### config.mk
export PLATFORM = sky130hd
export DESIGN_NAME = mdio_regctl
export DESIGN_NICKNAME = d
export VERILOG_FILES = /design/src/rtl/mdio_regctl_pkg.sv /design/src/rtl/mdio_clkdiv.sv /design/src/rtl/mdio_frame.sv /design/src/rtl/mdio_regctl.sv
export SDC_FILE = /design/constraint.sdc
export NUM_CORES = 1
export LEC_CHECK = 0
export ABC_AREA = 1
export BUFFER_PORTS_ARGS = -buffer_cell sky130_fd_sc_hd__buf_2
export CORE_ASPECT_RATIO = 1.75
export CORE_MARGIN = 5
export CORE_UTILIZATION = 60
export CTS_CLUSTER_DIAMETER = 50
export DETAILED_ROUTE_END_ITERATION = 7
export PLACE_DENSITY_LB_ADDON = 0.05
export SLEW_MARGIN = 30
export SYNTH_ARGS = -nofsm -noshare
export SYNTH_HDL_FRONTEND = slang
export SYNTH_SLANG_ARGS = --single-unit
### constraint.sdc
create_clock -name clk -period 1.7 [get_ports clk]
set_input_delay 0.085 -clock clk [delete_from_list [all_inputs] [get_ports clk]]
set_output_delay 0.085 -clock clk [all_outputs]
set_load 0.02 [all_outputs]
### src/rtl/mdio_regctl_pkg.sv
package mdio_regctl_pkg;
  localparam int FRAME_BITS = 64;
  localparam int TA_BIT     = 46;
  localparam int DATA_BIT   = 48;

  typedef enum logic [1:0] {
    ADR_CMD  = 2'd0,
    ADR_WDAT = 2'd1,
    ADR_RDAT = 2'd2
  } regsel_e;

  // Whole serial frame, first bit in the MSB.
  function automatic logic [63:0] frame_word(input logic rd, input logic [4:0] phy,
                                             input logic [4:0] ra, input logic [15:0] wd);
    return {32'hFFFF_FFFF, 2'b01, (rd ? 2'b10 : 2'b01), phy, ra,
            (rd ? 2'b11 : 2'b10), (rd ? 16'hFFFF : wd)};
  endfunction

  // Stored form of a host command: read wins over write, spare bits zero.
  function automatic logic [15:0] cmd_pack(input logic [15:0] raw);
    logic rd, wr;
    rd = raw[13];
    wr = raw[14] & ~raw[13];
    return {1'b0, wr, rd, raw[12:8], 3'b000, raw[4:0]};
  endfunction

  // The master lets go of the line from the turnaround of a read onward.
  function automatic logic line_released(input logic rd, input int unsigned idx);
    return rd && (idx >= TA_BIT);
  endfunction
endpackage

### src/rtl/mdio_clkdiv.sv
module mdio_clkdiv #(
  parameter int unsigned HALF_DIV = 2
) (
  input  logic clk,
  input  logic rst_n,
  input  logic run,
  output logic mdc,
  output logic rise_stb,
  output logic fall_stb
);
  localparam int CW = (HALF_DIV > 1) ? $clog2(HALF_DIV) : 1;

  logic [CW-1:0] cnt;
  logic          tick;

  assign tick     = run && (cnt == CW'(HALF_DIV - 1));
  assign rise_stb = tick && !mdc;
  assign fall_stb = tick && mdc;

  always_ff @(posedge clk) begin
    if (!rst_n || !run) begin
      cnt <= '0;
      mdc <= 1'b0;
    end else if (tick) begin
      cnt <= '0;
      mdc <= ~mdc;
    end else begin
      cnt <= cnt + 1'b1;
    end
  end


  mdc_idle_low_chk: assert property (@(posedge clk) disable iff (!rst_n) !run |-> !mdc);

  mdc_edge_alt_chk: assert property (@(posedge clk) disable iff (!rst_n) rise_stb |=> mdc);
endmodule

### src/rtl/mdio_frame.sv
module mdio_frame
  import mdio_regctl_pkg::*;
(
  input  logic        clk,
  input  logic        rst_n,
  input  logic        start,
  input  logic        start_rd,
  input  logic [4:0]  phy,
  input  logic [4:0]  ra,
  input  logic [15:0] wd,
  input  logic        rise_stb,
  input  logic        fall_stb,
  input  logic        mdio_i,
  output logic        active,
  output logic        frame_rd,
  output logic        done,
  output logic        mdio_o,
  output logic        mdio_oe,
  output logic [15:0] rd_word
);
  localparam int CNTW = $clog2(FRAME_BITS);

  logic [FRAME_BITS-1:0] sh;
  logic [CNTW-1:0]       cnt;
  logic                  sample;

  assign done    = active && fall_stb && (cnt == CNTW'(FRAME_BITS - 1));
  assign sample  = active && rise_stb && frame_rd && (int'(cnt) >= DATA_BIT);
  assign mdio_o  = sh[FRAME_BITS-1];
  assign mdio_oe = active && !line_released(frame_rd, int'(cnt));

  always_ff @(posedge clk) begin
    if (!rst_n) begin
      active   <= 1'b0;
      frame_rd <= 1'b0;
      sh       <= '0;
      cnt      <= '0;
      rd_word  <= '0;
    end else if (start && !active) begin
      active   <= 1'b1;
      frame_rd <= start_rd;
      sh       <= frame_word(start_rd, phy, ra, wd);
      cnt      <= '0;
    end else if (active) begin
      if (sample) rd_word <= {rd_word[14:0], mdio_i};
      if (fall_stb) begin
        sh  <= {sh[FRAME_BITS-2:0], 1'b0};
        cnt <= cnt + 1'b1;
        if (done) active <= 1'b0;
      end
    end
  end


  mdio_hold_chk: assert property (@(posedge clk) disable iff (!rst_n)
    active && !fall_stb |=> $stable(mdio_o));

  read_release_chk: assert property (@(posedge clk) disable iff (!rst_n)
    sample |-> !mdio_oe);
endmodule

### src/rtl/mdio_regctl.sv
module mdio_regctl
  import mdio_regctl_pkg::*;
#(
  parameter int unsigned HALF_DIV = 2
) (
  input  logic        clk,
  input  logic        rst_n,
  input  logic        bus_wr,
  input  logic [1:0]  bus_addr,
  input  logic [15:0] bus_wdata,
  output logic [15:0] bus_rdata,
  output logic        mdc,
  output logic        mdio_o,
  output logic        mdio_oe,
  input  logic        mdio_i
);
  logic [15:0] cmd_q, wdat_q, rdat_q;
  logic        busy, cmd_wr, accept, start;
  logic        run, rise_stb, fall_stb, frame_done, frame_rd;
  logic [15:0] rd_word;
  logic [15:0] new_cmd;

  assign busy    = |cmd_q[14:13];
  assign cmd_wr  = bus_wr && (bus_addr == ADR_CMD);
  assign accept  = cmd_wr && !busy;
  assign new_cmd = cmd_pack(bus_wdata);
  assign start   = accept && |new_cmd[14:13];

  always_ff @(posedge clk) begin
    if (!rst_n) begin
      cmd_q  <= '0;
      wdat_q <= '0;
      rdat_q <= '0;
    end else begin
      if (accept)          cmd_q        <= new_cmd;
      else if (frame_done) cmd_q[14:13] <= 2'b00;
      if (bus_wr && bus_addr == ADR_WDAT) wdat_q <= bus_wdata;
      if (frame_done && frame_rd)         rdat_q <= rd_word;
    end
  end

  always_comb begin
    case (regsel_e'(bus_addr))
      ADR_CMD:  bus_rdata = cmd_q;
      ADR_WDAT: bus_rdata = wdat_q;
      ADR_RDAT: bus_rdata = rdat_q;
      default:  bus_rdata = 16'h0000;
    endcase
  end

  mdio_clkdiv #(.HALF_DIV(HALF_DIV)) u_div (
    .clk(clk), .rst_n(rst_n), .run(run),
    .mdc(mdc), .rise_stb(rise_stb), .fall_stb(fall_stb)
  );

  mdio_frame u_frame (
    .clk(clk), .rst_n(rst_n), .start(start), .start_rd(new_cmd[13]),
    .phy(new_cmd[12:8]), .ra(new_cmd[4:0]), .wd(wdat_q),
    .rise_stb(rise_stb), .fall_stb(fall_stb), .mdio_i(mdio_i),
    .active(run), .frame_rd(frame_rd), .done(frame_done),
    .mdio_o(mdio_o), .mdio_oe(mdio_oe), .rd_word(rd_word)
  );


  busy_ignore_chk: assert property (@(posedge clk) disable iff (!rst_n)
    cmd_wr && busy && !frame_done |=> $stable(cmd_q));

  busy_clear_chk: assert property (@(posedge clk) disable iff (!rst_n)
    frame_done |=> !busy);

  one_op_chk: assert property (@(posedge clk) disable iff (!rst_n) $onehot0(cmd_q[14:13]));

  rdat_hold_chk: assert property (@(posedge clk) disable iff (!rst_n)
    !(frame_done && frame_rd) |=> $stable(rdat_q));

  start_busy_chk: assert property (@(posedge clk) disable iff (!rst_n)
    start |=> busy && run);
endmodule

==> results of run 1 <==
## placed cells by master, fill, tap and decap left out, drive strengths merged, types with 12 or more instances in the layout
| cell | instances |
|---|---|
| nand2 | 158 |
| nor2 | 111 |
| nand3 | 52 |
| dfxtp | 134 |
| clkbuf | 20 |
| dlygate4sd3 | 16 |
| a21oi | 110 |
| o211ai | 12 |
| o21ai | 85 |
| buf | 62 |
| inv | 46 |
## power by group through the flow
stage	combinational (mW)	clock (mW)	sequential, mW
after global placement	0.475	0	3.37
after CTS	0.519	3.93	3.31
final	0.525	3.87	3.31
after global routing	0.587	4.05	3.32
after detailed placement	0.485	0	3.38
after floorplan	0.368	0	3.36
## cell usage after synthesis (2+ instances only)
cell type / instances
a21oi_1: 70
a21oi_2: 40
buf_1: 2
buf_12: 3
buf_2: 10
buf_4: 7
buf_6: 6
clkbuf_1: 23
dfxtp_1: 134
ha_1: 2
inv_1: 40
inv_2: 5
nand2_1: 155
nand2_2: 2
nand3_1: 50
nand4_1: 2
nor2_1: 103
nor2_4: 7
o211ai_1: 12
o21ai_0: 65
o21ai_1: 20
## flip-flops by register name (all words and copies together), names as in the netlist
register and flops:
u_frame.frame_rd 1, wdat_q 16, u_frame.cnt 6, u_div.cnt 1
u_div.mdc 1, u_frame.sh 64, u_frame.rd_word 16, u_frame.active 1
cmd_q 12, rdat_q 16
## what timing repair did
item                                    4_1_cts  5_1_grt
endpoints found under the hold margin        24        0
hold buffers                                 16        0
endpoints found under the setup margin        0       24
resized for setup                             0        3
## final timing paths
check | from | end | cells past startpoint
worst min-delay path | bus_wr | wdat_q[0] | 3
worst max register to register | u_frame.active | u_frame.sh[56] | 6
worst min register to register | u_frame.sh[41] | u_frame.sh[41] | 2
worst max-delay path | u_frame.active | u_frame.sh[56] | 6
## worst max-delay path, cell delays in order, from the launching register on
cell and delay, ns:
dfxtp_1 0.42, nand2_2 0.10, nor2_4 0.19, buf_12 0.27
buf_4 0.27, a21oi_2 0.08, a21oi_2 0.15
## cell type report
type | instances | area (um2) | share of cell area
sequential | 134 | 2680 | 0.389
multi-input combinational | 539 | 2700 | 0.391
clock buffer | 20 | 457 | 0.0662
inverter | 45 | 169 | 0.0245
tap | 122 | 153 | 0.0221
clock inverter | 11 | 174 | 0.0252
timing repair buffer | 78 | 563 | 0.0816
## layer usage
layer	share of wire	up-vias	GRT usage
li1	-	2614	-
met1	0.44	2438	0.306
met2	0.51	117	0.408
met3	0.036	27	0.0531
met4	0.019	0	0.0934
met5	0	-	0
## per-stage QoR
step,hold slack (ns),cell area (um2)
detailed placement,0.349,6090
CTS,0.0256,6880
global placement,0.349,6090
finish,0.0414,6900
global route,0.0684,6900
floorplan,0.229,5870
## cells by family (layout without fill, tap and decap cells)
group	count (synthesis)	in the layout	synth area share
AND/OR/NAND/NOR	326	326	0.238
adder cells (fa/ha/maj)	2	2	0.00426
AO/OA/AOI/OAI	209	209	0.212
buffers and inverters	97	154	0.0849
XOR/XNOR	2	2	0.00299
flip-flops	134	134	0.457
==> results.ini, run 1 <==
[timing]
fmax_mhz=637
period_needed_ns=1.57
final-max-slew-violation-count=0
finalHoldViolCount=0
tightestPinTransition_ns=0.468
period_share=0.923
maxSlewHeadroom=0.688
tns_ns=0
finalSetupViolations=0
grt_setup_unrepaired=no
finalClockSkew_ns=0.00548
finalWorstSetupSlack_ns=0.131

[power]
p_comb_frac=0.068
total_power_mw=7.71
sw_frac_of_total=0.225
pwr-share-clk=0.502
intPower_mw=5.97
p_switching_mw=1.74
pwr-share-seq=0.430
p_per_area_nw_per_um2=1120
total_leakage_power_nw=2.79
irDropWorstVdd_uv=887

[clocking]
cts-buffers-inserted=17
cts_tree=yes
cts_max_level=4
clock_path_buffers=2
cts_setup_buffers=0
clock_latency_ns=0.41
clockRootBuffer=clkbuf_16
clkSinkCount=134
clk_pin_slew_ns=0.06

[logic_synthesis]
syn_area_um2=5870
synth_flop_cell=dfxtp_1
synth_cell_types=33
synth_fp_nets=794
synth_edf_count=0
yosys_warnings=0
yosysSeqAreaShare=0.457
async_flop_share=0
synth_top_area_cell=dfxtp_1
yosysTopAreaCellShare=0.457
postSynthCellCount=770
synth_area_leaders=dfxtp_1 (46%), nand2_1 (9.9%), nor2_1 (6.6%), a21oi_1 (6.0%), a21oi_2 (6.0%)
synth-seq-cells=134
avgSynthCellArea_um2=7.62

[routing]
wire_per_inst_um=14.5
vias=5196
routed_wl_mm=13.8
drc=0
drtIter0Drc=349
vias_per_cell=5.48
drt_first_pass_iters=5
drtAntennaViolNets=0

[job]
maxCapViolCount=0

[final_layout]
diodes=0
fin_cells=949
fill_cells=773
area_growth_pct=17.6
drive_gt1_frac=0.186
post-route-util=0.724
layout.nets=839

[global_route]
grt_pass1_vias=5125
grt_usage=0.244
overflow=0
grt_max_degree=52
grt_pass1_wl_mm=24.0
antenna_found_initial=0

[place]
portBuffers=40
place_ws_ns=0.152
dp_hpwl_mm=9.16
placed_cells=902
routabilityCongestion=0.847

[hold_path]
hp-class=in -> reg

[floorplan]
die_w_um=84.8
core_um2=9530
dieArea_um2=11900
dieHeight_um=141
rows=47
initial_core_util=0.616
io_pins=41

[worst_setup_path]
path_class=reg -> reg
path_max_fanout=45
cp.arrival_ns=1.91
cp-end-kind=flip-flop
start_kind=flip-flop
required_ns=2.04
reg2reg_slack_ns=0.13

[status]
status=finished clean

(Power assumes the default switching activity.)
==> run 2, diff against run 1 <==
--- a/config.mk
+++ b/config.mk
@@ -9,11 +9,12 @@
 export BUFFER_PORTS_ARGS = -buffer_cell sky130_fd_sc_hd__buf_2
 export CORE_ASPECT_RATIO = 1.75
 export CORE_MARGIN = 5
-export CORE_UTILIZATION = 60
+export CORE_UTILIZATION = 59
 export CTS_CLUSTER_DIAMETER = 50
 export DETAILED_ROUTE_END_ITERATION = 7
 export PLACE_DENSITY_LB_ADDON = 0.05
-export SLEW_MARGIN = 30
+export SLEW_MARGIN = 20
 export SYNTH_ARGS = -nofsm -noshare
 export SYNTH_HDL_FRONTEND = slang
+export SYNTH_HIERARCHICAL = 1
 export SYNTH_SLANG_ARGS = --single-unit
==> run 2 against run 1 <==
Net effect: worst hold slack worse by 0.0093 ns; setup slack worse by 0.041 ns; flip-flop and latch count unchanged; critical path type unchanged; highest routed layer unchanged.
==> results.ini, run 2 <==
[status]
status=finished clean

[logic_synthesis]
yosys_warnings=6
postSynthCellCount=771
avgSynthCellArea_um2=7.11
syn_area_um2=5480
synth_top_area_cell=dfxtp_1
synth-seq-cells=134
async_flop_share=0
synth_area_leaders=dfxtp_1 (49%), nor2_1 (13%), nand2_1 (10%), o21ai_0 (8.5%), nand3_1 (4.1%)
yosysTopAreaCellShare=0.489
synth_cell_types=28
synth_edf_count=0
yosysMostFrequentCell=nor2_1
ys_top_cells_by_count=nor2_1 (193), nand2_1 (146), dfxtp_1 (134)
synth_flop_cell=dfxtp_1
yosysSeqAreaShare=0.489
synth_fp_nets=794

[routing]
drtIter0Drc=336
drt_first_pass_iters=5
routed_wl_mm=13.1
vias=5038
vias_per_cell=5.24
drc=0
wire_per_inst_um=13.6
drtAntennaViolNets=0

[final_layout]
top_register=u_frame/sh
diodes=0
post-route-util=0.726
layout_commonest_cell=nor2_1
drive_gt1_frac=0.145
final_area_um2=6600
fin_cells=961
area_growth_pct=20.4
largest_reg_flops=64
final_cell_mix=nor2_1 (192), nand2_1 (145), dfxtp_1 (131)
layout.nets=854

[floorplan]
dieArea_um2=11400
dieHeight_um=138
io_pins=41
core_um2=9090
rows=46
die_w_um=82.9
initial_core_util=0.603

[worst_setup_path]
start_kind=flip-flop
critPathTopFamily=simple AND/OR/NAND/NOR gates
cp-end-kind=flip-flop
path_class=reg -> reg
timing.critical_path.buf_inv=2
path_max_fanout=18
required_ns=1.99
reg2reg_slack_ns=0.09
cpMostUsedCell=nand2_4
slowest_delay_ns=0.34
cp_cell_sequence=nor2_2 > nand3_1 > o21ai_2 > buf_4 > nand2_4 > nand2_4 > inv_4 > a21oi_1 > nor2_1
worst_path_max_delay_cell=dfxtp_1
cp.arrival_ns=1.90

[timing]
fmax_mhz=621
tightestPinTransition_ns=0.402
maxSlewHeadroom=0.731
finalSetupViolations=0
tns_ns=0
finalHoldViolCount=0
period_needed_ns=1.61
period_share=0.947
final-max-slew-violation-count=0
finalClockSkew_ns=0.00451

[clocking]
clock_latency_ns=0.41
cts-buffers-inserted=17
clkSinkCount=134
clock_path_buffers=2
clockRootBuffer=clkbuf_16
cts_max_level=4
clk_pin_slew_ns=0.05
cts_tree=yes

[hold_path]
hp-class=in -> reg

[place]
dpl_cell_area_um2=5790
routabilityCongestion=0.818
portBuffers=40
dp_hpwl_mm=8.77
placed_cells=906

[global_route]
grt_pass1_wl_mm=21.8
antenna_found_initial=0
grt_max_degree=74
overflow=0
grt_pass1_vias=4800
grt_usage=0.234

[power]
p_per_area_nw_per_um2=1100
total_leakage_power_nw=3.03
total_power_mw=7.29
irDropWorstVdd_uv=837

[job]
maxCapViolCount=0

run 2: cell count changes after synthesis, moves of 5 or more:
| cell | change |
|---|---|
| clkbuf_1 | -7 |
| nand3_1 | -5 |
| nand2_1 | -9 |
| inv_1 | +6 |
| a21oi_2 | -39 |
| o21ai_1 | -9 |
| o21ai_0 | +28 |
| o211ai_1 | -12 |
| a21oi_1 | -42 |
| nor2_1 | +90 |
run 2: worst reg2reg max path, delay by kind of cell, from the launching register on:
family          cells  cell delay [ns]
buf+inv             2             0.24
flops               1             0.34
compound gates      2             0.38
simple gates        5             0.54
run 2: area by class of cell:
type	instances	area (um2)
Clock buffer	27	554
Clock inverter	2	10.0
Inverter	57	224
Sequential cell	134	2690
Multi-Input combinational cell	541	2390
Timing Repair Buffer	80	584
Fill cell	793	2490
Tap cell	120	150
run 2: worst paths after layout:
check	cells past startpoint	to	start
setup / recovery	9	u_frame/sh[29]	cmd_q[14]
hold reg to reg	2	u_frame/sh[62]	u_frame/sh[61]
hold / removal	4	cmd_q[14]	bus_addr[1]
setup reg to reg	9	u_frame/sh[29]	cmd_q[14]
run 2: power breakdown:
group	switching, mW	leakage [nW]	internal [mW]
Combinational	0.316	1.66	0.201
Clock	1.25	0.282	2.20
Sequential	0.0664	1.09	3.26
Total	1.63	3.03	5.66
run 2: kinds of logic (layout without fill, tap and decap cells):
| group | count (synthesis) | after routing | share of synthesized area |
|---|---|---|---|
| AOI/OAI and AO/OA | 137 | 137 | 0.128 |
| DFF | 134 | 134 | 0.489 |
| adders and majority gates | 1 | 1 | 0.00228 |
| buffers and inverters | 96 | 166 | 0.0773 |
| and+or+nand+nor | 403 | 403 | 0.303 |
run 2: metrics by stage:
step / setup WS [ns] / hold slack [ns]
2_1_floorplan: 0.00380 / 0.217
3_3_place_gp: 0.136 / 0.324
3_5_place_dp: 0.0503 / 0.334
4_1_cts: 0.0389 / 0.0208
5_1_grt: -0.00423 / 0.0494
6_report: 0.0906 / 0.0321
run 2: routing by layer:
layer,track usage,up-vias,part of all wire
met3,0.0509,31,0.032
met4,0.125,0,0.033
met5,0,-,0
met1,0.246,2321,0.40
li1,-,2562,-
met2,0.432,124,0.53
run 2: timing repair:
item                                    CTS  global route
hold buffers                             17             0
gates resized for setup                   0            14
endpoints found under the hold margin    27             0
endpoints found under the setup margin    0            74
buffers inserted                          0             9
==> run 3, diff against run 2 <==
--- a/config.mk
+++ b/config.mk
@@ -9,7 +9,7 @@
 export BUFFER_PORTS_ARGS = -buffer_cell sky130_fd_sc_hd__buf_2
 export CORE_ASPECT_RATIO = 1.75
 export CORE_MARGIN = 5
-export CORE_UTILIZATION = 59
+export CORE_UTILIZATION = 35
 export CTS_CLUSTER_DIAMETER = 50
 export DETAILED_ROUTE_END_ITERATION = 7
 export PLACE_DENSITY_LB_ADDON = 0.05
==> run 3 against run 2 <==
Net effect: non-clock buffer count is 3 higher; first-iteration DRC count decreased by 60%; setup slack improved by 0.015 ns; worst hold slack gained 0.0061 ns; critical endpoint is now u_frame/sh[14]; largest cell class unchanged; largest power group unchanged.
==> results.ini, run 3 (synthesis gave the netlist of run 2 again) <==
[timing]
maxSlewHeadroom=0.733
period_share=0.938
period_needed_ns=1.59
finalHoldViolCount=0
fmax_mhz=627
tightestPinTransition_ns=0.400
tns_ns=0
finalWorstSetupSlack_ns=0.106
finalSetupViolations=0
finalClockSkew_ns=0.00767
final-max-slew-violation-count=0

[final_layout]
post-route-util=0.440
final_area_um2=6760
top_register=u_frame/sh
layout.nets=857
layout_commonest_cell=nor2_1
drive_gt1_frac=0.151
largest_reg_flops=64
area_growth_pct=23.3
final_cell_mix=nor2_1 (191), nand2_1 (146), dfxtp_1 (132)
diodes=0

[clocking]
cts_max_level=4
clock_path_buffers=2
clock_latency_ns=0.40
cts-buffers-inserted=17
clkSinkCount=134
clockRootBuffer=clkbuf_16
cts_tree=yes
clk_pin_slew_ns=0.06

[global_route]
overflow=0
grt_max_degree=66
grt_pass1_vias=4768
grt_pass1_wl_mm=22.8
antenna_found_initial=0
grt_usage=0.151

[place]
place_ws_ns=0.0476
routabilityCongestion=0.780
dp_hpwl_mm=9.61
dpl_cell_area_um2=5930
portBuffers=40

[power]
p_per_area_nw_per_um2=1110
intPower_mw=5.76
sw_frac_of_total=0.232
total_power_mw=7.50
p_comb_frac=0.070
p_switching_mw=1.74
irDropWorstVdd_uv=513
total_leakage_power_nw=3.05
pwr-share-seq=0.443
pwr-share-clk=0.487

[status]
status=finished clean

[hold_path]
worst_hold_startpoint=bus_wdata[13]
holdPathEnd=cmd_q[13]
min_path_cells=3
hp-class=in -> reg

[worst_setup_path]
cp-end-kind=flip-flop
r2r-start=cmd_q[13]
r2r.worst_path.cells=10
path_class=reg -> reg
r2r-end=u_frame/sh[14]
start_kind=flip-flop
reg2reg_slack_ns=0.11
required_ns=2.05
path_max_fanout=14
crit_start=cmd_q[13]
cp.arrival_ns=1.95

[routing]
drt_first_pass_iters=5
wire_per_inst_um=13.3
drtAntennaViolNets=0
vias=4874
routed_wl_mm=13.8
vias_per_cell=4.72
drc=0
drtIter0Drc=133

[floorplan]
die_w_um=105
dieArea_um2=18400
initial_core_util=0.356
dieHeight_um=176
io_pins=41
core_um2=15400
rows=60

[job]
maxCapViolCount=0

run 3: changes by cell type in the layout (fill, tap and decap cells not counted), moves of 3 or more:
cell and delta:
o21ai_0 +7, clkbuf_8 -7, bufinv_16 +3, o21ai_1 -7, clkinv_4 +3
run 3: critical path: stages (launching register included):
cell       delay [ns]
dfxtp_1          0.32
nor2_2           0.16
nand3_2          0.11
o21ai_2          0.16
inv_1            0.08
nor2_4           0.20
clkbuf_16        0.20
o21ai_0          0.10
nand3_1          0.08
nand2_1          0.05
inv_1            0.06
run 3: routing by layer:
metal,up-vias,GRT usage,share of wire
met5,-,0,0
met4,0,0.0507,0.013
met3,14,0.0346,0.026
met2,66,0.285,0.55
met1,2222,0.163,0.41
li1,2572,-,-
run 3: final cells by class:
cell class / instances / area (um2)
well taps: 186 / 233
clock buffers: 18 / 429
repair buffers: 83 / 637
clock inverters: 13 / 158
multi-input cells: 541 / 2400
inverters: 57 / 224
fillers: 1606 / 8630
flip-flops and latches: 134 / 2690
run 3: through the flow:
step | hold slack [ns] | cells
2_1_floorplan | 0.217 | 771
5_1_grt | 0.0457 | 1032
6_report | 0.0382 | 1032
4_1_cts | 0.0221 | 1026
3_3_place_gp | 0.311 | 978
3_5_place_dp | 0.320 | 978
run 3: timing repair:
action | CTS | global route
setup buffers | 0 | 5
gates resized for setup | 0 | 7
setup endpoints to repair | 0 | 48
hold buffers | 17 | 0
hold endpoints to repair | 27 | 0
run 3: power by group through the flow:
stage | logic [mW] | registers [mW] | clock network, mW
4_1_cts | 0.516 | 3.32 | 3.75
5_1_grt | 0.594 | 3.33 | 3.90
6_report | 0.523 | 3.32 | 3.65
3_3_place_gp | 0.475 | 3.38 | 0
3_5_place_dp | 0.483 | 3.39 | 0
2_1_floorplan | 0.323 | 3.37 | 0
run 3: how the worst max path moves through the flow:
stage / to / depth (start not counted)
final: u_frame/sh[14] / 10
after global placement: rdat_q[2] / 10
after CTS: rdat_q[11] / 10
after detailed placement: rdat_q[4] / 10
after floorplan: rdat_q[10] / 12
after global routing: rdat_q[8] / 9
